### src/rtl/lpx_pkg.sv
package lpx_pkg;
  typedef enum logic [1:0] {RUN_NORMAL, RUN_WAIT, RUN_STOP} run_state_e;
  typedef enum logic [1:0] {ENT_HW, ENT_SW, ENT_RESTART} entry_kind_e;
  typedef enum logic [2:0] {
    SQ_IDLE, SQ_PUSH_HI, SQ_PUSH_LO, SQ_PUSH_ST, SQ_VEC_LO, SQ_VEC_HI, SQ_LOAD
  } seq_step_e;

  localparam int unsigned ST_IRQ_OFF = 2;
  localparam int unsigned ST_DEC     = 3;
  localparam int unsigned ST_BRK     = 4;
  localparam int unsigned ST_ONE     = 5;
endpackage

### src/rtl/lpx_int_sel.sv
module lpx_int_sel (
  input  logic clk_i,
  input  logic rst_ni,
  input  logic soft_rst_i,
  input  logic irq_i,
  input  logic nmi_i,
  input  logic irq_mask_i,
  input  logic clr_nmi_i,
  output logic req_o,
  output logic nmi_sel_o
);
  logic nmi_q, pend_q, nmi_edge, nmi_hit;

  assign nmi_edge  = nmi_i & ~nmi_q;
  assign nmi_hit   = pend_q | nmi_edge;
  assign nmi_sel_o = nmi_hit;
  assign req_o     = nmi_hit | (irq_i & ~irq_mask_i);

  always_ff @(posedge clk_i or negedge rst_ni) begin
    if (!rst_ni) begin
      nmi_q  <= 1'b0;
      pend_q <= 1'b0;
    end else begin
      nmi_q <= nmi_i;
      if (soft_rst_i) pend_q <= 1'b0;
      else            pend_q <= nmi_hit & ~clr_nmi_i;
    end
  end
endmodule

### src/rtl/lpx_run_fsm.sv
module lpx_run_fsm
  import lpx_pkg::*;
(
  input  logic       clk_i,
  input  logic       rst_ni,
  input  logic       soft_rst_i,
  input  logic       wai_i,
  input  logic       stp_i,
  input  logic       brk_i,
  input  logic       hw_req_i,
  input  logic       busy_i,
  output run_state_e state_o
);
  run_state_e state_q, state_d;

  always_comb begin
    state_d = state_q;
    unique case (state_q)
      RUN_NORMAL:
        if (!busy_i && !hw_req_i && !brk_i) begin
          if (stp_i)      state_d = RUN_STOP;
          else if (wai_i) state_d = RUN_WAIT;
        end
      RUN_WAIT, RUN_STOP:
        if (hw_req_i) state_d = RUN_NORMAL;
      default: state_d = RUN_NORMAL;
    endcase
  end

  always_ff @(posedge clk_i or negedge rst_ni) begin
    if (!rst_ni)         state_q <= RUN_NORMAL;
    else if (soft_rst_i) state_q <= RUN_NORMAL;
    else                 state_q <= state_d;
  end

  assign state_o = state_q;


  wait_hold_chk: assert property (@(posedge clk_i) disable iff (!rst_ni)
    (state_q == RUN_WAIT && !hw_req_i && !soft_rst_i) |=> state_q == RUN_WAIT);

  stop_hold_chk: assert property (@(posedge clk_i) disable iff (!rst_ni)
    (state_q == RUN_STOP && !hw_req_i && !soft_rst_i) |=> state_q == RUN_STOP);
endmodule

### src/rtl/lpx_entry_seq.sv
module lpx_entry_seq
  import lpx_pkg::*;
#(
  parameter int unsigned    AW         = 16,
  parameter int unsigned    DW         = 8,
  parameter logic [DW-1:0]  STACK_PAGE = 8'h01,
  parameter logic [AW-1:0]  NMI_VEC    = 16'hFFFA,
  parameter logic [AW-1:0]  RST_VEC    = 16'hFFFC,
  parameter logic [AW-1:0]  IRQ_VEC    = 16'hFFFE
) (
  input  logic          clk_i,
  input  logic          rst_ni,
  input  logic          soft_rst_i,
  input  logic          start_i,
  input  entry_kind_e   kind_i,
  input  logic          nmi_sel_i,
  input  logic [AW-1:0] pc_i,
  input  logic [DW-1:0] sp_i,
  input  logic [DW-1:0] status_i,
  input  logic [DW-1:0] rd_data_i,
  output logic          busy_o,
  output logic          push_en_o,
  output logic [AW-1:0] push_addr_o,
  output logic [DW-1:0] push_data_o,
  output logic          rd_en_o,
  output logic [AW-1:0] rd_addr_o,
  output logic          pc_load_o,
  output logic [AW-1:0] pc_o,
  output logic          status_load_o,
  output logic [DW-1:0] status_o,
  output logic          sp_load_o,
  output logic [DW-1:0] sp_o
);
  localparam logic [DW-1:0] MASK_I   = DW'(1) << ST_IRQ_OFF;
  localparam logic [DW-1:0] MASK_D   = DW'(1) << ST_DEC;
  localparam logic [DW-1:0] MASK_B   = DW'(1) << ST_BRK;
  localparam logic [DW-1:0] MASK_ONE = DW'(1) << ST_ONE;

  seq_step_e     step_q;
  entry_kind_e   kind_q;
  logic [AW-1:0] ret_q, vec_q;
  logic [DW-1:0] stat_q, sp_q, lo_q;
  logic [DW-1:0] push_off;

  always_ff @(posedge clk_i or negedge rst_ni) begin
    if (!rst_ni) begin
      step_q <= SQ_IDLE;
      kind_q <= ENT_HW;
      ret_q  <= '0;
      vec_q  <= '0;
      stat_q <= '0;
      sp_q   <= '0;
      lo_q   <= '0;
    end else if (soft_rst_i) begin
      step_q <= SQ_IDLE;
    end else begin
      unique case (step_q)
        SQ_IDLE:
          if (start_i) begin
            kind_q <= kind_i;
            ret_q  <= (kind_i == ENT_SW) ? pc_i + AW'(1) : pc_i;
            stat_q <= status_i;
            sp_q   <= sp_i;
            vec_q  <= (kind_i == ENT_RESTART) ? RST_VEC : (nmi_sel_i ? NMI_VEC : IRQ_VEC);
            step_q <= (kind_i == ENT_RESTART) ? SQ_VEC_LO : SQ_PUSH_HI;
          end
        SQ_PUSH_HI: step_q <= SQ_PUSH_LO;
        SQ_PUSH_LO: step_q <= SQ_PUSH_ST;
        SQ_PUSH_ST: step_q <= SQ_VEC_LO;
        SQ_VEC_LO:  step_q <= SQ_VEC_HI;
        SQ_VEC_HI: begin
          lo_q   <= rd_data_i;
          step_q <= SQ_LOAD;
        end
        default:    step_q <= SQ_IDLE;
      endcase
    end
  end

  always_comb begin
    push_off    = '0;
    push_data_o = ret_q[AW-1:DW];
    unique case (step_q)
      SQ_PUSH_LO: begin
        push_off    = DW'(1);
        push_data_o = ret_q[DW-1:0];
      end
      SQ_PUSH_ST: begin
        push_off    = DW'(2);
        push_data_o = (stat_q & ~MASK_B) | MASK_ONE | ((kind_q == ENT_SW) ? MASK_B : '0);
      end
      default: ;
    endcase
  end

  assign busy_o        = step_q != SQ_IDLE;
  assign push_en_o     = step_q inside {SQ_PUSH_HI, SQ_PUSH_LO, SQ_PUSH_ST};
  assign push_addr_o   = {STACK_PAGE, sp_q - push_off};
  assign rd_en_o       = step_q inside {SQ_VEC_LO, SQ_VEC_HI};
  assign rd_addr_o     = vec_q + AW'(step_q == SQ_VEC_HI);
  assign pc_load_o     = step_q == SQ_LOAD;
  assign pc_o          = {rd_data_i, lo_q};
  assign status_load_o = pc_load_o && kind_q != ENT_RESTART;
  assign status_o      = (stat_q | MASK_I) & ~MASK_D;
  assign sp_load_o     = status_load_o;
  assign sp_o          = sp_q - DW'(3);


  push_dec_chk: assert property (@(posedge clk_i) disable iff (!rst_ni)
    (push_en_o && $past(push_en_o)) |->
      push_addr_o[DW-1:0] == $past(push_addr_o[DW-1:0]) - DW'(1));

  vec_pair_chk: assert property (@(posedge clk_i) disable iff (!rst_ni)
    (rd_en_o && $past(rd_en_o)) |-> rd_addr_o == $past(rd_addr_o) + AW'(1));

  load_after_read_chk: assert property (@(posedge clk_i) disable iff (!rst_ni)
    pc_load_o |-> $past(rd_en_o));
endmodule

### src/rtl/lpx_ctrl.sv
module lpx_ctrl
  import lpx_pkg::*;
#(
  parameter int unsigned   AW         = 16,
  parameter int unsigned   DW         = 8,
  parameter logic [DW-1:0] STACK_PAGE = 8'h01,
  parameter logic [AW-1:0] NMI_VEC    = 16'hFFFA,
  parameter logic [AW-1:0] RST_VEC    = 16'hFFFC,
  parameter logic [AW-1:0] IRQ_VEC    = 16'hFFFE
) (
  input  logic          clk_i,
  input  logic          rst_ni,
  input  logic          soft_rst_i,
  input  logic          wai_op_i,
  input  logic          stp_op_i,
  input  logic          brk_op_i,
  input  logic          irq_i,
  input  logic          nmi_i,
  input  logic [AW-1:0] pc_i,
  input  logic [DW-1:0] sp_i,
  input  logic [DW-1:0] status_i,
  input  logic [DW-1:0] rd_data_i,
  output logic          run_o,
  output logic          push_en_o,
  output logic [AW-1:0] push_addr_o,
  output logic [DW-1:0] push_data_o,
  output logic          rd_en_o,
  output logic [AW-1:0] rd_addr_o,
  output logic          pc_load_o,
  output logic [AW-1:0] pc_o,
  output logic          status_load_o,
  output logic [DW-1:0] status_o,
  output logic          sp_load_o,
  output logic [DW-1:0] sp_o
);
  run_state_e  state;
  entry_kind_e kind;
  logic hw_req, nmi_sel, busy;
  logic start_hw, start_sw, start_rst, seq_start, clr_nmi;

  assign start_hw  = hw_req && !busy && (state == RUN_NORMAL || state == RUN_WAIT);
  assign start_rst = hw_req && state == RUN_STOP;
  assign start_sw  = brk_op_i && !busy && !hw_req && state == RUN_NORMAL;
  assign seq_start = start_hw | start_rst | start_sw;
  assign kind      = start_rst ? ENT_RESTART : (start_hw ? ENT_HW : ENT_SW);
  assign clr_nmi   = (start_hw | start_rst) & nmi_sel;
  assign run_o     = state == RUN_NORMAL && !busy;

  lpx_int_sel u_int_sel (
    .clk_i      (clk_i),
    .rst_ni     (rst_ni),
    .soft_rst_i (soft_rst_i),
    .irq_i      (irq_i),
    .nmi_i      (nmi_i),
    .irq_mask_i (status_i[ST_IRQ_OFF]),
    .clr_nmi_i  (clr_nmi),
    .req_o      (hw_req),
    .nmi_sel_o  (nmi_sel)
  );

  lpx_run_fsm u_run_fsm (
    .clk_i      (clk_i),
    .rst_ni     (rst_ni),
    .soft_rst_i (soft_rst_i),
    .wai_i      (wai_op_i),
    .stp_i      (stp_op_i),
    .brk_i      (brk_op_i),
    .hw_req_i   (hw_req),
    .busy_i     (busy),
    .state_o    (state)
  );

  lpx_entry_seq #(
    .AW(AW), .DW(DW), .STACK_PAGE(STACK_PAGE),
    .NMI_VEC(NMI_VEC), .RST_VEC(RST_VEC), .IRQ_VEC(IRQ_VEC)
  ) u_entry_seq (
    .clk_i         (clk_i),
    .rst_ni        (rst_ni),
    .soft_rst_i    (soft_rst_i),
    .start_i       (seq_start),
    .kind_i        (kind),
    .nmi_sel_i     (nmi_sel),
    .pc_i          (pc_i),
    .sp_i          (sp_i),
    .status_i      (status_i),
    .rd_data_i     (rd_data_i),
    .busy_o        (busy),
    .push_en_o     (push_en_o),
    .push_addr_o   (push_addr_o),
    .push_data_o   (push_data_o),
    .rd_en_o       (rd_en_o),
    .rd_addr_o     (rd_addr_o),
    .pc_load_o     (pc_load_o),
    .pc_o          (pc_o),
    .status_load_o (status_load_o),
    .status_o      (status_o),
    .sp_load_o     (sp_load_o),
    .sp_o          (sp_o)
  );


  stop_quiet_chk: assert property (@(posedge clk_i) disable iff (!rst_ni)
    state == RUN_STOP |-> (!push_en_o && !rd_en_o));

  soft_rst_run_chk: assert property (@(posedge clk_i) disable iff (!rst_ni)
    soft_rst_i |=> run_o);

  halted_no_run_chk: assert property (@(posedge clk_i) disable iff (!rst_ni)
    (state == RUN_NORMAL && !busy && !hw_req && !brk_op_i && (wai_op_i || stp_op_i)
     && !soft_rst_i) |=> !run_o);
endmodule

### config.mk
export PLATFORM = sky130hd
export DESIGN_NAME = lpx_ctrl
export DESIGN_NICKNAME = d
export VERILOG_FILES = /design/src/rtl/lpx_pkg.sv /design/src/rtl/lpx_int_sel.sv /design/src/rtl/lpx_run_fsm.sv /design/src/rtl/lpx_entry_seq.sv /design/src/rtl/lpx_ctrl.sv
export SDC_FILE = /design/constraint.sdc
export NUM_CORES = 1
export LEC_CHECK = 0
export ABC_AREA = 1
export BUFFER_PORTS_ARGS = -buffer_cell sky130_fd_sc_hd__clkbuf_2
export CAP_MARGIN = 0
export CORE_UTILIZATION = 30
export CTS_CLUSTER_SIZE = 8
export DETAILED_ROUTE_END_ITERATION = 12
export PLACE_DENSITY = 0.61
export SLEW_MARGIN = 25
export SYNTH_ARGS = -nofsm -noshare
export SYNTH_HDL_FRONTEND = slang
export SYNTH_SLANG_ARGS = --single-unit
### constraint.sdc
create_clock -name clk_i -period 4.3 [get_ports clk_i]
set_clock_uncertainty 0.05 [all_clocks]
set_input_delay 0.86 -clock clk_i [delete_from_list [all_inputs] [get_ports clk_i]]
set_output_delay 0.86 -clock clk_i [all_outputs]
set_load 0.1 [all_outputs]
==> results of run 1 <==
==> final timing paths <==
check,start,to,slack (ns),depth (start not counted)
worst min-delay path,u_entry_seq.ret_q[14]$_DFFE_PN0P_,u_entry_seq.ret_q[14]$_DFFE_PN0P_,0.43,2
max in group asynchronous,rst_ni,u_run_fsm.state_o[0]$_DFFE_PN0P_,3.12,2
worst max register to register,u_run_fsm.state_o[0]$_DFFE_PN0P_,u_entry_seq.ret_q[9]$_DFFE_PN0P_,1.69,9
worst min register to register,u_entry_seq.ret_q[14]$_DFFE_PN0P_,u_entry_seq.ret_q[14]$_DFFE_PN0P_,0.43,2
min in group asynchronous,rst_ni,u_entry_seq.sp_q[4]$_DFFE_PN0P_,0.64,2
worst max-delay path,u_entry_seq.step_q[2]$_DFFE_PN0P_,push_addr_o[7],0.55,10
==> synthesized netlist by cell type, types with 5 or more instances <==
| library cell | instances | area [um^2] |
|---|---|---|
| a21oi_1 | 6 | 30.0 |
| buf_4 | 39 | 293 |
| dfrtp_1 | 52 | 1300 |
| ha_1 | 8 | 100 |
| inv_1 | 34 | 128 |
| mux2_2 | 8 | 90.1 |
| nand2_1 | 209 | 785 |
| nand2_2 | 5 | 31.3 |
| nand3_1 | 15 | 75.1 |
| nand4_1 | 6 | 37.5 |
| nor2_1 | 26 | 97.6 |
| o21ai_0 | 13 | 65.1 |
| xnor2_1 | 7 | 61.3 |
| xor2_1 | 13 | 114 |
==> cells by family (layout without fill, tap and decap cells) <==
kind of cell    after synthesis  after routing  synth area share
buf+inv                      84            159             0.140
mux                           8              8            0.0258
fa+ha+maj                     9              9            0.0343
compound gates               27             27            0.0454
simple gates                277            277             0.330
flops                        52             52             0.372
xor+xnor                     20             20            0.0501
other cells                   2             10           0.00215
==> worst reg2reg max path: stages (launching register included) <==
cell and delay, ns:
dfrtp_1 0.38, inv_1 0.08, ha_1 0.21, nor2_1 0.11, nor2_2 0.07, o21ai_2 0.68
o21ai_2 0.15, nand2_2 0.56, nand2_1 0.16, nand2_1 0.10
==> through the flow <==
stage | std cells | cell area [um^2] | hold WS, ns
final | 705 | 4090 | 0.432
after global routing | 705 | 4090 | 0.449
after CTS | 705 | 4090 | 0.436
after detailed placement | 698 | 3950 | 0.418
after global placement | 698 | 3950 | 0.411
after floorplan | 487 | 3540 | 0.399
==> state kept, by name, summed over array words and instances (netlist names) <==
signal              count
u_entry_seq.ret_q      16
u_entry_seq.lo_q        8
u_entry_seq.sp_q        8
u_entry_seq.stat_q      8
u_entry_seq.step_q      3
u_entry_seq.vec_q       3
u_entry_seq.kind_q      2
u_run_fsm.state_o       2
u_int_sel.nmi_q         1
u_int_sel.pend_q        1
==> layout make-up <==
class / count / area, um^2
repair buffers: 117 / 591
clock inverters: 1 / 5.00
fillers: 1222 / 7280
inverters: 35 / 131
multi-input cells: 351 / 1750
clock buffers: 6 / 129
flip-flops and latches: 52 / 1300
well taps: 143 / 179
==> layer usage <==
layer | up-vias | share of wire
li1 | 1595 | -
met1 | 1392 | 0.48
met2 | 100 | 0.46
met3 | 6 | 0.048
met4 | 0 | 0.012
met5 | - | 0
==> impl_metrics.env, run 1 <==
export IMPL_num_vias=3093
export IMPL_worst_pin_slew_ns=0.883
export IMPL_dp_slack_ns=0.825
export IMPL_clock_sinks=52
export IMPL_final_core_util=0.360
export IMPL_fin_crit_sh=0.873
export IMPL_final_cell_mix="nand2_1 (209), clkbuf_2 (115), dfrtp_1 (52), inv_1 (34), nor2_1 (26)"
export IMPL_io_pins=126
export IMPL_dieArea_mm2=0.0121
export IMPL_cp_start_kind="register"
export IMPL_postCtsSetupRepairBufs=0
export IMPL_drc=0
export IMPL_rows=39
export IMPL_rsz0062_at_grt="no"
export IMPL_met2_usage=0.228
export IMPL_routed_wl_um=8260
export IMPL_async_flop_share=1.00
export IMPL_antennaDiodeCount=0
export IMPL_first_pass_iters=4
export IMPL_min_path_type="reg2reg"
export IMPL_cap_violations=0
export IMPL_chipWidth_um=110
export IMPL_numCtsBuffers=5
export IMPL_ys_seq_elements=52
export IMPL_top_usage_layer="met2"
export IMPL_start_util=0.308
export IMPL_crit_type="reg2out"
export IMPL_yosysWarningCount=0
export IMPL_grt_pass1_vias=2740
export IMPL_drt_iter0_markers=214
export IMPL_worstSkewPairLatency_ns=0.28
export IMPL_clk_pin_slew_ns=0.06
export IMPL_synth_avg_cell_area_um2=7.30
export IMPL_cts_root_buf="clkbuf_16"
export IMPL_critical_path_arrival_ns=2.84
export IMPL_nets=619
export IMPL_cp_cell_sequence="inv_1 > nand2_2 > nor2_2 > inv_1 > ha_1 > nand2_1 > nand2_1 > nor2_1 > xor2_1 > clkbuf_2"
export IMPL_die_h_um=110
export IMPL_grt_max_degree=53
export IMPL_antenna_found_initial=0
export IMPL_synthFlopType="dfrtp_1"
export IMPL_crit_buf_inv=3
export IMPL_syn_to_final_growth_pct=16.9
export IMPL_coreArea_mm2=0.0114
export IMPL_syn_inst=479
export IMPL_max_slew_margin=0.411
export IMPL_grt_met1_usage=0.187
export IMPL_cts_resized=0
export IMPL_drv_slew=0
export IMPL_critPathRequiredTime_ns=3.39
export IMPL_path_max_fanout=10
export IMPL_synth_area_mm2=0.00350
export IMPL_grt_first_pass_wirelength_um=13100
export IMPL_cts_tree="yes"
export IMPL_synth_edff_count=0
export IMPL_slowest_delay_ns=0.47
export IMPL_final_common_cell="nand2_1"
export IMPL_path_delay_family="simple AND/OR/NAND/NOR gates"
export IMPL_yosysSeqAreaShare=0.372
export IMPL_grt_ovfl_total=0
export IMPL_hold_viol=0
export IMPL_portBuffers=115
export IMPL_clockBufferDepth=2
export IMPL_dp_hpwl_um=6430
export IMPL_fmax_mhz=266
export IMPL_synth_distinct_cells=34
export IMPL_critPathCaptureType="output port"
export IMPL_ctsHoldBuffers=0
export IMPL_grt_util_met3=0.0136
export IMPL_post_drt_wl_per_cell_um=11.7
export IMPL_drive_gt1_frac=0.270
export IMPL_slowest_stage="clkbuf_2"
export IMPL_track_usage=0.138
export IMPL_gp_congestion=0.839
export IMPL_detail_route_antenna_nets=0
export IMPL_finalCriticalPeriod_ns=3.75
export IMPL_setup_tns_ns=0
export IMPL_viasPerCell=4.39
export IMPL_finalSetupViolations=0
export IMPL_setup_ws_ns=0.547
export IMPL_cts_htree_levels=2
export IMPL_status="finished clean"
Power of run 1 is left out: the tool's default activity adds up to more than one toggle a clock period on the data nets, which glitch-free logic cannot reach.
==> run 2, diff against run 1 <==
==> constraint.sdc (replaced) <==
create_clock -name clk_i -period 4.3 [get_ports clk_i]
set_clock_uncertainty 0.05 [all_clocks]
set_input_delay 0.86 -clock clk_i [delete_from_list [all_inputs] [get_ports clk_i]]
set_output_delay 0.86 -clock clk_i [all_outputs]
set_load 0.005 [all_outputs]
==> run 2 against run 1 <==
Net effect: the run now ends with design-rule violations left; final area increased by 0.37%; flip-flop and latch count unchanged; routed wire length increased by 0.21%; worst hold slack got worse by 0.0036 ns; worst setup slack improved by 0.44 ns; register-to-register slack improved by 0.04 ns; non-clock buffer count unchanged; global-route usage increased by 0.16 points; critical endpoint unchanged; highest routed layer unchanged.
==> impl_metrics.env, run 2 (synthesis results as in run 1) <==
export IMPL_multiInputGateArea_mm2=0.00174
export IMPL_stdcell_count=706
export IMPL_largest_reg_flops=16
export IMPL_cts_resized=0
export IMPL_max_slew_margin=0.423
export IMPL_power_mw=2.64
export IMPL_p_seq_frac=0.329
export IMPL_syn_to_final_growth_pct=17.3
export IMPL_rr_endpoint="u_entry_seq.ret_q[1]$_DFFE_PN0P_"
export IMPL_final_core_util=0.361
export IMPL_crit_type="reg2out"
export IMPL_critPathCaptureType="output port"
export IMPL_ff_latch_area_mm2=0.00130
export IMPL_cp_start_kind="register"
export IMPL_fin_crit_sh=0.771
export IMPL_hold_depth=2
export IMPL_first_pass_iters=10
export IMPL_status="finished with violations"
export IMPL_detail_route_antenna_nets=0
export IMPL_finalSetupViolations=0
export IMPL_hp_start="u_entry_seq.stat_q[4]$_DFFE_PN0P_"
export IMPL_critical_path_arrival_ns=2.40
export IMPL_cp_cell_sequence="inv_1 > nand2_2 > nor2_2 > inv_1 > ha_1 > nand2_1 > nand2_1 > nor2_1 > xor2_1 > clkbuf_2"
export IMPL_drt_iter0_markers=173
export IMPL_dp_cells=698
export IMPL_slowest_stage="dfrtp_1"
export IMPL_nets=619
export IMPL_portBuffers=115
export IMPL_setup_tns_ns=0
export IMPL_post_drt_wl_per_cell_um=11.7
export IMPL_final_common_cell="nand2_1"
export IMPL_power_density_mw_per_mm2=643
export IMPL_numCtsBuffers=5
export IMPL_postCtsSetupRepairBufs=0
export IMPL_gp_congestion=0.829
export IMPL_cap_violations=0
export IMPL_min_path_type="reg2reg"
export IMPL_crit_buf_inv=3
export IMPL_slowest_delay_ns=0.40
export IMPL_coreArea_mm2=0.0114
export IMPL_holdWs_ns=0.428
export IMPL_drive_gt1_frac=0.268
export IMPL_final_cell_mix="nand2_1 (209), clkbuf_2 (115), dfrtp_1 (52), inv_1 (34), nor2_1 (26)"
export IMPL_clock_sinks=52
export IMPL_rsz0062_at_grt="no"
export IMPL_chipWidth_um=110
export IMPL_holdPathEnd="u_entry_seq.stat_q[4]$_DFFE_PN0P_"
export IMPL_antenna_found_initial=0
export IMPL_violations="design-rule violations"
export IMPL_p_comb_frac=0.504
export IMPL_switchingPower_mw=1.12
export IMPL_ctsHoldBuffers=0
export IMPL_grt_max_degree=37
export IMPL_critPathRequiredTime_ns=3.39
export IMPL_grt_ovfl_total=0
export IMPL_grt_first_pass_wirelength_um=13200
export IMPL_cts_root_buf="clkbuf_16"
export IMPL_worstSkewPairLatency_ns=0.28
export IMPL_fmax_mhz=302
export IMPL_r2r_cells=9
export IMPL_r2r_start="u_run_fsm.state_o[0]$_DFFE_PN0P_"
export IMPL_cts_tree="yes"
export IMPL_cts_htree_levels=2
export IMPL_grt_pass1_vias=2694
export IMPL_drc=1
export IMPL_path_delay_family="simple AND/OR/NAND/NOR gates"
export IMPL_start_util=0.308
export IMPL_drv_slew=0
export IMPL_clockPowerShare=0.167
export IMPL_routed_wl_um=8280
export IMPL_internal_power_mw=1.52
export IMPL_rows=39
export IMPL_r2r_slack_ns=1.73
export IMPL_leakage_nw=2.30
export IMPL_num_vias=3114
export IMPL_hold_viol=0
export IMPL_worst_pin_slew_ns=0.865
export IMPL_track_usage=0.139
export IMPL_swShare=0.424
export IMPL_nFillCells=1240
export IMPL_io_pins=126
export IMPL_regMostFlops="u_entry_seq.ret_q"
export IMPL_die_h_um=110
export IMPL_finalCriticalPeriod_ns=3.31
export IMPL_clockBufferDepth=2
export IMPL_clk_pin_slew_ns=0.07
export IMPL_ir_drop_mv=0.276
export IMPL_viasPerCell=4.41
export IMPL_dieArea_mm2=0.0121
export IMPL_dp_hpwl_um=6520
export IMPL_antennaDiodeCount=0
export IMPL_path_max_fanout=10
[run 2: power groups by stage]
| stage | clock network (mW) | logic, mW | registers [mW] |
|---|---|---|---|
| 4_1_cts | 0.454 | 1.36 | 0.867 |
| 2_1_floorplan | 0 | 0.955 | 0.825 |
| 3_5_place_dp | 0 | 1.35 | 0.875 |
| 6_report | 0.441 | 1.33 | 0.867 |
| 5_1_grt | 0.473 | 1.54 | 0.892 |
| 3_3_place_gp | 0 | 1.33 | 0.871 |
[run 2: final cells by class]
type | count | area share
Multi-Input combinational cell | 351 | 0.423
Sequential cell | 52 | 0.317
Clock buffer | 6 | 0.0314
Timing Repair Buffer | 117 | 0.144
Clock inverter | 2 | 0.00854
Inverter | 35 | 0.0320
Tap cell | 143 | 0.0436
[run 2: worst min-delay path, delay by kind of cell (launching register included)]
kind / cells / cell delay (ns)
flops: 1 / 0.34
simple gates: 2 / 0.11
[run 2: how the worst max path moves through the flow]
stage | from | endpoint | slack [ns] | depth (start not counted)
2_1_floorplan | u_entry_seq.step_q[2]$_DFFE_PN0P_ | push_addr_o[7] | 1.63 | 9
4_1_cts | u_entry_seq.step_q[2]$_DFFE_PN0P_ | push_addr_o[7] | 0.96 | 10
3_3_place_gp | u_entry_seq.step_q[2]$_DFFE_PN0P_ | push_addr_o[7] | 1.34 | 10
6_report | u_entry_seq.step_q[2]$_DFFE_PN0P_ | push_addr_o[7] | 0.99 | 10
3_5_place_dp | u_entry_seq.step_q[2]$_DFFE_PN0P_ | push_addr_o[7] | 1.27 | 10
5_1_grt | u_entry_seq.step_q[2]$_DFFE_PN0P_ | push_addr_o[7] | 0.72 | 10
[run 2: metrics by stage]
step | cell area, um^2 | worst slack, ns
detailed placement | 3940 | 1.27
global placement | 3940 | 1.34
CTS | 4100 | 0.957
global route | 4100 | 0.722
finish | 4100 | 0.986
floorplan | 3530 | 1.63
[run 2: metal layers]
metal,up-vias,GRT usage,part of all wire
met4,0,0.0343,0.0079
met1,1415,0.195,0.49
met5,-,0,0
met3,5,0.0148,0.043
li1,1604,-,-
met2,90,0.229,0.46
Power figures use the tool's default switching activity.
